--- src/rtl/step_timer_rnd.sv ---
`timescale 1ns/1ps
module step_timer_rnd #(
  parameter int CNT_W = 32,
  parameter int IDX_W = 6,
  parameter int IP_W  = 8
) (
  input  logic             clk,
  input  logic             rst_n,
  input  logic             step_en,
  input  logic             cnt_we,
  input  logic [CNT_W-1:0] cnt_wdata,
  input  logic             cmp_we,
  input  logic [CNT_W-1:0] cmp_wdata,
  input  logic             wired_we,
  input  logic [IDX_W-1:0] wired_wdata,
  input  logic             stat_we,
  input  logic [IP_W+7:0]  stat_wdata,
  input  logic             tmr_clr,
  input  logic [IP_W-2:0]  ext_ip,
  output logic [CNT_W-1:0] count_o,
  output logic [IDX_W-1:0] rand_o,
  output logic [IP_W-1:0]  ip_o,
  output logic             irq_o
);

  localparam logic [IDX_W-1:0] RND_TOP = '1;

  logic [CNT_W-1:0] cnt_q, cmp_q, cnt_inc;
  logic [IDX_W-1:0] wired_q, rnd_q;
  logic [IP_W-1:0]  im_q;
  logic             ie_q, exl_q, erl_q, tip_q, hit;

  assign cnt_inc = cnt_q + CNT_W'(1);
  assign hit     = step_en & ~cnt_we & (cnt_inc == cmp_q);

  always_ff @(posedge clk or negedge rst_n) begin
    if (!rst_n) begin
      cnt_q <= '0;
      cmp_q <= '0;
    end else begin
      if (cnt_we)       cnt_q <= cnt_wdata;
      else if (step_en) cnt_q <= cnt_inc;
      if (cmp_we)       cmp_q <= cmp_wdata;
    end
  end

  always_ff @(posedge clk or negedge rst_n) begin
    if (!rst_n) begin
      rnd_q   <= RND_TOP;
      wired_q <= '0;
    end else begin
      if (step_en) rnd_q <= (rnd_q == wired_q) ? RND_TOP : rnd_q - IDX_W'(1);
      if (wired_we) wired_q <= wired_wdata;
    end
  end

  always_ff @(posedge clk or negedge rst_n) begin
    if (!rst_n)                tip_q <= 1'b0;
    else if (cmp_we | tmr_clr) tip_q <= 1'b0;
    else if (hit)              tip_q <= 1'b1;
  end

  always_ff @(posedge clk or negedge rst_n) begin
    if (!rst_n) begin
      im_q  <= '0;
      ie_q  <= 1'b0;
      exl_q <= 1'b0;
      erl_q <= 1'b0;
    end else if (stat_we) begin
      im_q  <= stat_wdata[IP_W+7:8];
      ie_q  <= stat_wdata[0];
      exl_q <= stat_wdata[1];
      erl_q <= stat_wdata[2];
    end
  end

  assign count_o = cnt_q;
  assign rand_o  = rnd_q;
  assign ip_o    = {tip_q, ext_ip};
  assign irq_o   = ie_q & ~exl_q & ~erl_q & (|(ip_o & im_q));

  AST_CNT_HOLD: assert property (@(posedge clk) disable iff (!rst_n)
    (!step_en && !cnt_we) |=> $stable(count_o));
  AST_CNT_LOAD: assert property (@(posedge clk) disable iff (!rst_n)
    cnt_we |=> (count_o == $past(cnt_wdata)));
  AST_RND_WRAP: assert property (@(posedge clk) disable iff (!rst_n)
    (step_en && rand_o == wired_q) |=> (rand_o == RND_TOP));
  AST_RND_DEC: assert property (@(posedge clk) disable iff (!rst_n)
    (step_en && rand_o != wired_q) |=> (rand_o == $past(rand_o) - IDX_W'(1)));
  AST_TIP_CLR: assert property (@(posedge clk) disable iff (!rst_n)
    (cmp_we || tmr_clr) |=> !ip_o[IP_W-1]);
  AST_LVL_BLOCK: assert property (@(posedge clk) disable iff (!rst_n)
    (stat_we && (stat_wdata[1] || stat_wdata[2] || !stat_wdata[0])) |=> !irq_o);
endmodule

--- config.mk ---
export PLATFORM = sky130hd
export DESIGN_NAME = step_timer_rnd
export DESIGN_NICKNAME = d
export VERILOG_FILES = /design/src/rtl/step_timer_rnd.sv
export SDC_FILE = /design/constraint.sdc
export NUM_CORES = 1
export LEC_CHECK = 0
export CORE_ASPECT_RATIO = 2
export CORE_MARGIN = 2
export CORE_UTILIZATION = 35
export DETAILED_ROUTE_END_ITERATION = 6
export GPL_TIMING_DRIVEN = 0
export PLACE_DENSITY_LB_ADDON = 0.25
export SYNTH_ARGS = -nofsm -noshare
export SYNTH_HDL_FRONTEND = slang
export SYNTH_SLANG_ARGS = --single-unit
--- constraint.sdc ---
create_clock -name clk -period 5.5 [get_ports clk]
set_input_delay 1.65 -clock clk [delete_from_list [all_inputs] [get_ports clk]]
set_output_delay 1.65 -clock clk [all_outputs]
set_load 0.02 [all_outputs]
# == Word-level counts from Yosys, hierarchy flattened ==
# Cells that the tools add are included.
# word_totals
out_inout_bits,47
elab_cells,31
ramBits,0
latch_bits,0
rom_bits,0
n_memories,0
ff_bits,88
in_bits,101
# classes
eq_ne,2
shift,0
div,0
n_reduce_logical,3
magnitude_cmp,0
n_addsub,2
bitwise,10
n_mux,5
n_mul,0
# ops
op,count
$mux W32,2
$add A32 B1 Y32 const B,1
$eq A32 B32 Y1,1
$and A8 B8 Y8,1
$reduce_or A8 Y1,1
$eq A6 B6 Y1,1
$mux W6,1
$sub A6 B1 Y6 const B,1
$and A1 B1 Y1,5
$reduce_bool A2 Y1,2
$not A1 Y1,3
$mux W1,2
$or A1 B1 Y1,1

# == Longest topological paths before layout ==
# logic_depth
ltp_word,5
mapped_depth,11
mapped_depth_nobuf,9

# == Worst setup path after synthesis ==
# Ideal clock, no wire load.
# synth_timing
path_kind,input-to-output
from,in ext_ip[0]
to,out irq_o
required_ns,3.850
path_slack_ns,1.714
path_buffers,0
stages,3
arrival_ns,2.136
path_cell_list,a22oi_1 nand4_1 and3_1
# synth_via
elab_chain_cells,3
# synth_lines
element,line_no,rtl
"start, declared",19,"input logic [IP_W-2:0] ext_ip,"
$and A8 B8 Y8,80,assign irq_o = ie_q & ~exl_q & ~erl_q & (|(ip_o & im_q));
$reduce_or A8 Y1,80,
$and A1 B1 Y1,80,
"end, declared",23,output logic irq_o
# Every way passes these cells.

# == Worst setup path in the final report ==
# Ends and elaborated chain as after synthesis.

==> impl_metrics.tcl <==
set metrics [dict create \
    status "completed" \
    drtPass1Iterations 4 \
    dp_hpwl_mm 10.4 \
    crit_type "in2out" \
    end_kind "output port" \
    drt_iter0_markers 189 \
    use_met1 0.241 \
    grt_setup_unrepaired "false" \
    gp_congestion 0.865 \
    ir_worst_vdd_v 0.000153 \
    placement_rows 62 \
    cp.arrival_ns 3.14 \
    cap_viol_max_count 0 \
    cts.htree.levels 3 \
    postSynthAreaPerCell_sq_um 9.85 \
    cts_resized 0 \
    nets 766 \
    port_buffers 139 \
    die_area_sq_um 15400 \
    n_antenna_cell 0 \
    cts_buffers 9 \
    ys_ff_latch 88 \
    grt_pass1_wl_mm 21.9 \
    clock_latency_ns 0.35 \
    cts_tree "yes" \
    clockBufferDepth 2 \
    max-slew-margin-rel 0.550 \
    critPathCapture "irq_o" \
    post-cts-setup-buffers 0 \
    worst_slack_ns 0.715 \
    clkSlewWorstSetupHoldPaths_ns 0.07 \
    place_ws_ns 0.669 \
    startpoint_type "input pin" \
    grt_max_degree 46 \
    vias_per_cell 4.97 \
    cts-root-buf "clkbuf_16" \
    power.leakage_nw 2.71 \
    r2r-end "tip_q" \
    holdWs_ns 0.501 \
    drc 0 \
    grt_most_used_layer "met2" \
    skew_ns 0.0118 \
    yosys_warnings 0 \
    vias 4271 \
    min_path_type "reg2reg" \
    ff2ff_path_depth 11 \
    io_pins 148 \
    place_area_sq_um 6700 \
    design_area_sq_um 7060 \
    crit_required_ns 3.85 \
    grt-ovfl-total 0 \
    path_max_fanout 2 \
    r2r_start "count_o[0]" \
    ys_async_sr_fraction 1.00 \
    grt_use_met3 0.0348 \
    timing.fmax_mhz 209 \
    r2r_setup_slack_ns 2.34 \
    startpoint "ext_ip[0]" \
    core_sq_um 14200 \
    die_w_um 88.9 \
    hold_viol 0 \
    setup_violations 0 \
    tightest_slew_ns 0.674 \
    met2_usage 0.293 \
    grt_pass1_vias 4280 \
    synth-edff-count 0 \
    syn_area_sq_um 5040 \
    synth-main-ff-cell "dfrtp_1" \
    antenna_found_initial 0 \
    cts_hold_buf 0 \
    cts_sinks 88 \
    ys_types 49 \
    drive_above_1_share 0.147 \
    start_util 0.355 \
    antenna_left 0 \
    syn_nets 615 \
    synthCells 512 \
    power_density_nw_per_um2 300 \
    avgRoutedWirePerCell_um 15.8 \
    wirelength_mm 13.6 \
    period_share 0.870 \
    final-max-slew-violation-count 0 \
    grtUsageTotal 0.184 \
    period_needed_ns 4.79 \
    area_growth_pct 39.9 \
    synth_seq_area_share 0.438 \
    dieHeight_um 174 \
]
==> final cells by class <==
cell class | count | area (sq um)
multi-input combinational | 378 | 2610
timing repair buffer | 140 | 1420
clock inverter | 6 | 116
fill | 1337 | 7140
buffer | 39 | 203
clock buffer | 10 | 239
inverter | 7 | 26.3
tap | 192 | 240
sequential | 88 | 2210
==> state kept, by name (all words and copies together), names as in the netlist <==
name     cells
cmp_q       32
count_o     32
erl_q        1
exl_q        1
ie_q         1
im_q         8
rand_o       6
tip_q        1
wired_q      6
==> metrics by stage <==
step,util,cells,power (mW),TNS [ns]
2_1_floorplan,-,512,1.15,0
3_3_place_gp,0.470,843,1.40,-47.98
3_5_place_dp,0.472,844,1.41,0
4_1_cts,0.497,860,2.14,0
5_1_grt,0.497,860,2.23,0
6_report,0.497,860,2.12,0
==> Yosys cell counts, types with 7 or more instances <==
library cell / instances / area, sq um
inv_1: 7 / 26.3
nand4_1: 14 / 87.6
mux2_2: 52 / 586
a21oi_1: 7 / 35.0
buf_4: 9 / 67.6
nor3_1: 18 / 90.1
nor2_1: 22 / 82.6
nor4_1: 7 / 43.8
o21ai_0: 42 / 210
xnor2_1: 44 / 385
nand3_1: 14 / 70.1
dfrtp_1: 82 / 2050
clkbuf_1: 20 / 75.1
xor2_1: 40 / 350
nand2_1: 71 / 267
==> metal layers <==
| metal | share of wire | wire [um] |
|---|---|---|
| met4 | 0.027 | 368 |
| met3 | 0.066 | 893 |
| met2 | 0.48 | 6550 |
| met5 | 0 | 0 |
| met1 | 0.43 | 5780 |
==> worst max-delay path: stages <==
cell and delay (ns):
clkdlybuf4s50_1 0.44, a22oi_1 0.23, nand4_1 0.12, and3_1 0.17, clkdlybuf4s50_1 0.53
==> cells in the final DEF (no fill, tap or decap), types with 2 or more instances in the layout <==
cell type / n
clkdlybuf4s50_1: 138
dfrtp_1: 82
nand2_1: 71
mux2_2: 52
xnor2_1: 44
o21ai_0: 42
xor2_1: 40
nor2_1: 22
clkbuf_1: 20
nor3_1: 18
nand4_1: 14
nand3_1: 14
buf_4: 10
clkbuf_16: 9
inv_1: 7
nor4_1: 7
a21oi_1: 7
buf_2: 6
or3_1: 6
dfstp_2: 6
a22oi_1: 4
mux2i_1: 4
and3_1: 3
a41oi_1: 3
bufinv_16: 3
clkinv_4: 3
buf_1: 2
buf_6: 2
o31ai_1: 2
ha_1: 2
==> power by group <==
group	total, mW	leakage [nW]	internal [mW]	switching [mW]
sequential	0.845	1.04	0.747	0.0980
clock	0.724	0.173	0.459	0.265
combinational	0.549	1.50	0.295	0.255
total	2.12	2.71	1.50	0.617
==> cells by family (layout without fill, tap and decap cells) <==
| group | Yosys count | after routing | synth area share |
|---|---|---|---|
| AND/OR/NAND/NOR | 167 | 167 | 0.162 |
| flip-flops | 88 | 88 | 0.438 |
| XOR/XNOR | 84 | 84 | 0.146 |
| AO/OA/AOI/OAI | 69 | 69 | 0.0796 |
| multiplexers | 56 | 56 | 0.124 |
| buffers and inverters | 46 | 202 | 0.0454 |
| adder cells (fa/ha/maj) | 2 | 2 | 0.00496 |
==> worst min-delay path by stage <==
| stage | from | to | slack, ns | cells past startpoint |
|---|---|---|---|---|
| floorplan | ie_q | ie_q | 0.47 | 1 |
| global placement | ie_q | ie_q | 0.48 | 1 |
| detailed placement | ie_q | ie_q | 0.49 | 1 |
| CTS | ie_q | ie_q | 0.51 | 1 |
| global route | im_q[0] | im_q[0] | 0.52 | 1 |
| finish | ie_q | ie_q | 0.50 | 1 |
Power figures use the tool's default switching activity.
